===== src/rtl/flow_seq.sv =====
module flow_seq #(
  parameter int PC_W  = 10,
  parameter int OFS_W = 12,
  parameter int DEPTH = 3
) (
  input  logic             clk,
  input  logic             rst_n,
  input  logic [2:0]       op_kind,
  input  logic [PC_W-1:0]  pc_cur,
  input  logic [OFS_W-1:0] rel_k,
  input  logic [2:0]       bit_sel,
  input  logic             bit_pol,
  input  logic [7:0]       flags,
  input  logic             skip_cond,
  input  logic             next_two_word,
  output logic [PC_W-1:0]  pc_next,
  output logic             taken,
  output logic [2:0]       cycles,
  output logic             int_en_set
);
  localparam int SW    = (PC_W > OFS_W) ? PC_W : OFS_W;
  localparam int PTR_W = (DEPTH > 1) ? $clog2(DEPTH) : 1;
  localparam logic [2:0] K_JMP = 3'd1, K_CALL = 3'd2, K_RET = 3'd3,
                         K_RETI = 3'd4, K_BR = 3'd5, K_SKIP = 3'd6;

  logic signed [SW-1:0] k_ext;
  logic [PC_W-1:0]      pc_inc, pc_rel, pc_skip;
  logic                 flag_bit, br_hit;
  logic [PC_W-1:0]      stk [DEPTH];
  logic [PTR_W-1:0]     ptr, top_idx, push_nxt;

  assign k_ext    = SW'(signed'(rel_k));
  assign pc_inc   = pc_cur + PC_W'(1);
  assign pc_rel   = pc_cur + k_ext[PC_W-1:0] + PC_W'(1);
  assign pc_skip  = pc_cur + (next_two_word ? PC_W'(3) : PC_W'(2));
  assign flag_bit = (bit_sel == 3'd4) ? (flags[2] ^ flags[3]) : flags[bit_sel];
  assign br_hit   = (flag_bit == bit_pol);
  assign top_idx  = (ptr == '0) ? PTR_W'(DEPTH - 1) : ptr - PTR_W'(1);
  assign push_nxt = (ptr == PTR_W'(DEPTH - 1)) ? '0 : ptr + PTR_W'(1);

  always_comb begin
    pc_next    = pc_inc;
    taken      = 1'b0;
    cycles     = 3'd1;
    int_en_set = 1'b0;
    case (op_kind)
      K_JMP:  begin pc_next = pc_rel; taken = 1'b1; cycles = 3'd2; end
      K_CALL: begin pc_next = pc_rel; taken = 1'b1; cycles = 3'd3; end
      K_RET, K_RETI: begin
        pc_next    = stk[top_idx];
        taken      = 1'b1;
        cycles     = 3'd4;
        int_en_set = (op_kind == K_RETI);
      end
      K_BR: if (br_hit) begin pc_next = pc_rel; taken = 1'b1; cycles = 3'd2; end
      K_SKIP: if (skip_cond) begin
        pc_next = pc_skip;
        taken   = 1'b1;
        cycles  = next_two_word ? 3'd3 : 3'd2;
      end
      default: ;
    endcase
  end

  always_ff @(posedge clk) begin
    if (!rst_n) begin
      ptr <= '0;
      for (int i = 0; i < DEPTH; i++) stk[i] <= '0;
    end else if (op_kind == K_CALL) begin
      stk[ptr] <= pc_inc;
      ptr      <= push_nxt;
    end else if (op_kind == K_RET || op_kind == K_RETI) begin
      ptr <= top_idx;
    end
  end

  AST_RET_AFTER_CALL: assert property (@(posedge clk) disable iff (!rst_n)
    (op_kind == K_RET && $past(op_kind) == K_CALL && $past(rst_n))
      |-> pc_next == $past(pc_cur) + PC_W'(1));
  AST_SKIP_CYCLES: assert property (@(posedge clk) disable iff (!rst_n)
    (op_kind == K_SKIP && taken) |-> PC_W'(cycles) == pc_next - pc_cur);
  AST_IDLE_SEQ: assert property (@(posedge clk) disable iff (!rst_n)
    !taken |-> (pc_next == pc_cur + PC_W'(1) && cycles == 3'd1));
  AST_IE_ONLY_RETI: assert property (@(posedge clk) disable iff (!rst_n)
    int_en_set |-> (op_kind == K_RETI && taken && cycles == 3'd4));
  AST_PTR_RANGE: assert property (@(posedge clk) disable iff (!rst_n)
    ptr < PTR_W'(DEPTH));
  AST_BR_CYCLES: assert property (@(posedge clk) disable iff (!rst_n)
    (op_kind == K_BR) |-> (cycles == (taken ? 3'd2 : 3'd1)));
endmodule


===== config.mk =====
export PLATFORM = sky130hd
export DESIGN_NAME = flow_seq
export DESIGN_NICKNAME = d
export VERILOG_FILES = /design/src/rtl/flow_seq.sv
export SDC_FILE = /design/constraint.sdc
export NUM_CORES = 1
export LEC_CHECK = 0
export CORE_MARGIN = 2
export CORE_UTILIZATION = 45
export DETAILED_ROUTE_END_ITERATION = 6
export PLACE_DENSITY = 0.67
export SYNTH_ARGS = -nofsm -noshare
export SYNTH_HDL_FRONTEND = slang
export SYNTH_SLANG_ARGS = --single-unit

===== constraint.sdc =====
create_clock -name clk -period 7.4 [get_ports clk]
set_input_delay 1.85 -clock clk [delete_from_list [all_inputs] [get_ports clk]]
set_output_delay 1.85 -clock clk [all_outputs]
set_load 0.03 [all_outputs]

### After elaboration in Yosys (flattened, before gate mapping)

Memory sizes are Yosys's and may differ from the RTL's.
Cells that the tools add are included.

| storage, ports and cells | value |
|---|---|
| register bits after elaboration | 2 |
| memory bits (writable) | 30 |
| input port bits | 41 |
| output and inout port bits | 15 |
| word-level logic and storage cells | 52 |
| memories kept | 1 |

| cells by class | value |
|---|---|
| add/subtract/negate cells | 6 |
| $lt $le $gt $ge | 1 |
| eq/ne operators | 9 |
| multiplexer cells | 26 |
| bitwise operators | 1 |
| reductions and logical operators | 7 |

Memory list:

| name | depth | width | rd ports | clocked after Yosys merged registers in | wr ports | line | RTL |
|---|---|---|---|---|---|---|---|
| stk | 3 | 10 | 1 | 0 | 3 | 29 | `logic [PC_W-1:0] stk [DEPTH];` |

Operator list:

| kind | count |
|---|---|
| 10-bit one-hot mux with 4 select lines | 1 |
| 10-bit 2-to-1 mux | 3 |
| 10-bit by 1-bit adder with 10-bit output, second input constant | 2 |
| 3-bit one-hot mux with 5 select lines | 1 |
| 2-bit 2-to-1 mux | 7 |
| 3-bit == test, second input constant | 4 |
| 1-bit 2-to-1 mux | 12 |
| 10-bit adder | 1 |
| 10-bit by 2-bit adder with 10-bit output | 1 |
| 10-bit OR reduction | 1 |
| 3-bit by 2-bit == test with 1-bit output, second input constant | 2 |
| 3-bit by 4-bit less-than comparator with 1-bit output, second input constant | 1 |
| 2-bit OR reduction | 2 |
| 4-bit OR reduction | 1 |
| 1-bit binary-select mux with 3-bit select | 1 |
| 3-bit by 1-bit == test with 1-bit output, second input constant | 1 |
| 1-bit one-hot mux with 3 select lines | 1 |
| 2-bit by 1-bit adder with 2-bit output, second input constant | 1 |
| 2-bit == test, second input constant | 1 |
| 2-bit zero test | 1 |
| 2-bit nonzero test | 1 |
| 2-bit by 1-bit subtractor with 2-bit output, second input constant | 1 |
| 1-bit == test | 1 |
| 1-bit logical OR | 1 |
| 1-bit bitwise XOR | 1 |

### Depth between registers and ports, before layout

| logic depth | value |
|---|---|
| depth in word-level cells | 6 |
| depth in mapped cells | 11 |
| mapped depth without buffers | 10 |

### Worst setup path before layout

No wires, ideal clock.

| path | value |
|---|---|
| path kind | in2out |
| start | in pc_cur[0] |
| end | out pc_next[8] |
| arrival | 3.892 ns |
| required time | 5.550 ns |
| setup slack | 1.658 ns |
| stages on the path | 11 |
| path buffers | 1 |
| cell sequence | clkbuf_1 -> inv_1 -> ha_1 -> inv_1 -> fa_1 -> a211oi_1 -> nor2_1 -> nor4_1 -> o21bai_1 -> xnor2_1 -> o211ai_1 |

| between the ends | value |
|---|---|
| longest elaborated chain between the ends | 4 |
| elaborated cells on any way between the ends | 7 |
| classes of those cells | add/sub (4); mux (3) |

Ends and longest elaborated chain:

| item | line | RTL |
|---|---|---|
| from (decl) | 9 | `input logic [PC_W-1:0] pc_cur,` |
| 10-bit adder | 34 | `assign pc_rel = pc_cur + k_ext[PC_W-1:0] + PC_W'(1);` |
| 10-bit by 1-bit adder with 10-bit output | 34 |  |
| 10-bit 2-to-1 mux | 55 | `K_BR: if (br_hit) begin pc_next = pc_rel; taken = 1'b1; cycles = 3'd2; end` |
| 10-bit one-hot mux with 4 select lines * | 46 | `case (op_kind)` |
| to (decl) | 16 | `output logic [PC_W-1:0] pc_next,` |

Mark *: on every way between the ends. The rest lies on a longest branch, timed or not.

### Worst setup path after layout

Ends and elaborated chain as after synthesis.

==> flow_summary_export.csv <==
group,metric,value,unit
pwr,power_frac_clock,25.6,%
run,maxCapViolCount,0,
clock_network,postCtsSetupRepairBufs,0,
final_layout,instances_no_fill,471,
detailed_routing,via_per_inst,5.673,
yosys,synth.area.mux_share,9.946,%
clock_network,clkSinkCount,42,
worst_setup_path,r2r-start,"ptr[0]$_SDFFE_PN0P_",
pwr,comb_power_share,33.7,%
final_layout,fin_nets,435,
yosys,synth_enable_flop_cells,40,
yosys,synth-seq-cells,42,
floorplanning,dieArea,0.007878,sq mm
final_layout,fin_util,57.19,%
clock_network,h-tree-depth,2,
clock_network,cts_made_buffers,5,
clock_network,cts.path.max_buffers,2,
sta,setup_violations,0,
placed_design,pre_cts_ws,0.6803,ns
clock_network,cts_root_buf,"clkbuf_8",
final_layout,fin_area,0.003929,sq mm
grt,grt_max_degree,21,
yosys,netlist_instances,329,
worst_setup_path,r2r_slack,5.49,ns
clock_network,ctsResizeCount,0,
detailed_routing,vias,2672,
worst_setup_path,r2r_cells,4,
final_layout,final_layout_size_suffix_gt1_share,8.000,%
worst_setup_path,critPathLaunch,"pc_cur[0]",
grt,antenna_found_initial,0,
floorplanning,core,0.006869,sq mm
grt,grt_first_pass_wirelength,12.75,mm
detailed_routing,first_pass_iters,4,
sta,worstMarginPinSlew,0.8001,ns
worst_setup_path,crit_type,"in -> out",
yosys,synth_flop_cell,"edfxtp_1",
pwr,switching_power,202.4,uW
yosys,avgSynthCellArea,9.827,sq um
outcome,status,"finished, final reports clean",
min_path,hold_class,"reg -> reg",
sta,fin_setup_tns,0,ns
final_layout,n_antenna_cell,0,
min_path,holdPathStages,1,
clock_network,worst_skew_pair.late_latency,0.29,ns
worst_setup_path,endpoint_kind,"output port",
placed_design,dpl.cell_count,464,
sta,fin_ws,0.6995,ns
sta,clock_skew,0.004249,ns
sta,fin_crit_sh,90.55,%
detailed_routing,drt_wl_total,8.090,mm
pwr,netSwitchingFraction,30.26,%
clock_network,ctsHoldBuffers,0,
placed_design,port_buffers,52,
placed_design,dp_hpwl,6.116,mm
yosys,ys_seq_area_share,38.39,%
grt,gr-total-overflow,0,
sta,fin_crit,6.701,ns
sta,worst_hold_slack,0.6567,ns
worst_setup_path,start_kind,"primary input",
yosys,synth-simple-area-share,17.61,%
final_layout,area_delta_synth_final,21.52,%
detailed_routing,dr.first_iter.drc_count,143,
sta,rsz0062_at_grt,"false",
pwr,p_total,668.9,uW
final_layout,mostFrequentLayoutCells,"nor2_1 (52), clkdlybuf4s50_1 (52), edfxtp_1 (40), nand2_1 (24)",
sta,fmax,149.2,MHz
yosys,netlist_area,0.003233,sq mm
yosys,synthAdderAreaFrac,7.585,%
detailed_routing,drcViolationCount,0,
yosys,synth-compound-area-share,15.25,%
min_path,min_from,"ptr[1]$_SDFFE_PN0P_",
floorplanning,initial_core_util,47.07,%
detailed_routing,avgRoutedWirePerCell,17.18,um
yosys,synth_top_family_by_area,"simple AND/OR/NAND/NOR gates",
worst_setup_path,worstPathArrival,4.85,ns
detailed_routing,drtAntennaViolNets,0,
yosys,synth.distinct_cells,53,
yosys,syn-num-nets,389,
floorplanning,rows,30,
placed_design,post_dp_cell_area,0.003826,sq mm
sta,timing_max_transition_violations_final,0,
yosys,async_flop_share,0,%
floorplanning,fp.dieH,88.76,um
sta,final_hold_viol_count,0,
pwr,seqPwrFrac,40.7,%
floorplanning,pin_count,56,
grt,grt_pass1_vias,2608,
pwr,ir_drop,0.1562,mV
pwr,p_leak,1.472,nW
pwr,intPower,466.5,uW
clock_network,cts_tree,"done",
floorplanning,die_width,88.76,um
yosys,yosys.area_share.xor_xnor,7.082,%
yosys,yosys_warnings,0,
placed_design,gp_congestion,0.8601,
worst_setup_path,cp_max_fo,3,
sta,slew_headroom,46.66,%
grt,grt_usage,21.58,%
worst_setup_path,cp_data_required_time,5.55,ns
clock_network,clk_pin_slew,0.07,ns
pwr,p_per_area,170.2,mW/mm^2
[state kept, by name, summed over array words and instances, names as in the netlist]
register / flops
ptr: 2
stk: 40
[Yosys cell counts, types with 3 or more instances]
master    instances  area [sq um]
nor2_1           52         195.2
edfxtp_1         40          1201
mux2_2            3         33.78
o221ai_1          5         43.79
mux4_2           11         247.7
o21ai_0          19         95.09
inv_1            19         71.32
xor2_1           11         96.34
ha_1             18         225.2
nand2_1          24         90.09
a21oi_1          17         85.08
clkbuf_1         12         45.04
o211ai_1          6         45.04
mux2i_1           4         40.04
nor3_1            4         20.02
or3_1             3         18.77
nand3_1           7         35.03
xnor2_1          12         105.1
a211oi_1          3         22.52
nand2b_1         10         62.56
and2_1            5         31.28
[worst max-delay path, stage by stage]
cell and delay, ns:
clkdlybuf4s50_1 0.42, inv_1 0.11, ha_1 0.21, inv_1 0.07, fa_1 0.43, a211oi_1 0.26
nor2_1 0.09, nor4_1 0.22, o21bai_1 0.12, xnor2_1 0.19, o211ai_1 0.19, clkdlybuf4s50_1 0.69
[power groups by stage]
| stage | logic (mW) | registers, mW | clock network (mW) |
|---|---|---|---|
| after floorplan | 0.144 | 0.276 | 0 |
| after global placement | 0.223 | 0.277 | 0 |
| after detailed placement | 0.225 | 0.277 | 0 |
| after CTS | 0.226 | 0.272 | 0.176 |
| after global routing | 0.246 | 0.273 | 0.185 |
| final | 0.226 | 0.272 | 0.171 |
[worst paths after layout]
kind / endpoint
hold / removal: ptr[1]$_SDFFE_PN0P_
hold reg to reg: ptr[1]$_SDFFE_PN0P_
setup / recovery: pc_next[8]
setup reg to reg: stk[2][9]$_SDFFCE_PN0P_
[routing by layer]
layer	GRT usage (%)	vias to the layer above	wire length [um]
li1	-	1296	-
met1	28.09	1276	3516
met2	37.45	86	3912
met3	2.425	14	480
met4	7.163	0	181
met5	0	-	0
[cell families after synthesis]
group / Yosys count
AO/OA/AOI/OAI: 71
XOR/XNOR: 24
adder cells (fa/ha/maj): 19
buffers and inverters: 34
flip-flops: 42
multiplexers: 18
AND/OR/NAND/NOR: 121
[layout make-up]
| cell class | count | area [sq um] |
|---|---|---|
| clock inverter | 2 | 33.78 |
| inverter | 19 | 71.32 |
| sequential | 42 | 1241 |
| multi-input combinational | 253 | 1858 |
| tap | 96 | 120.1 |
| timing repair buffer | 54 | 535.5 |
| clock buffer | 5 | 68.82 |
| fill | 643 | 2940 |
No activity file was read; power rests on OpenSTA's default activity.
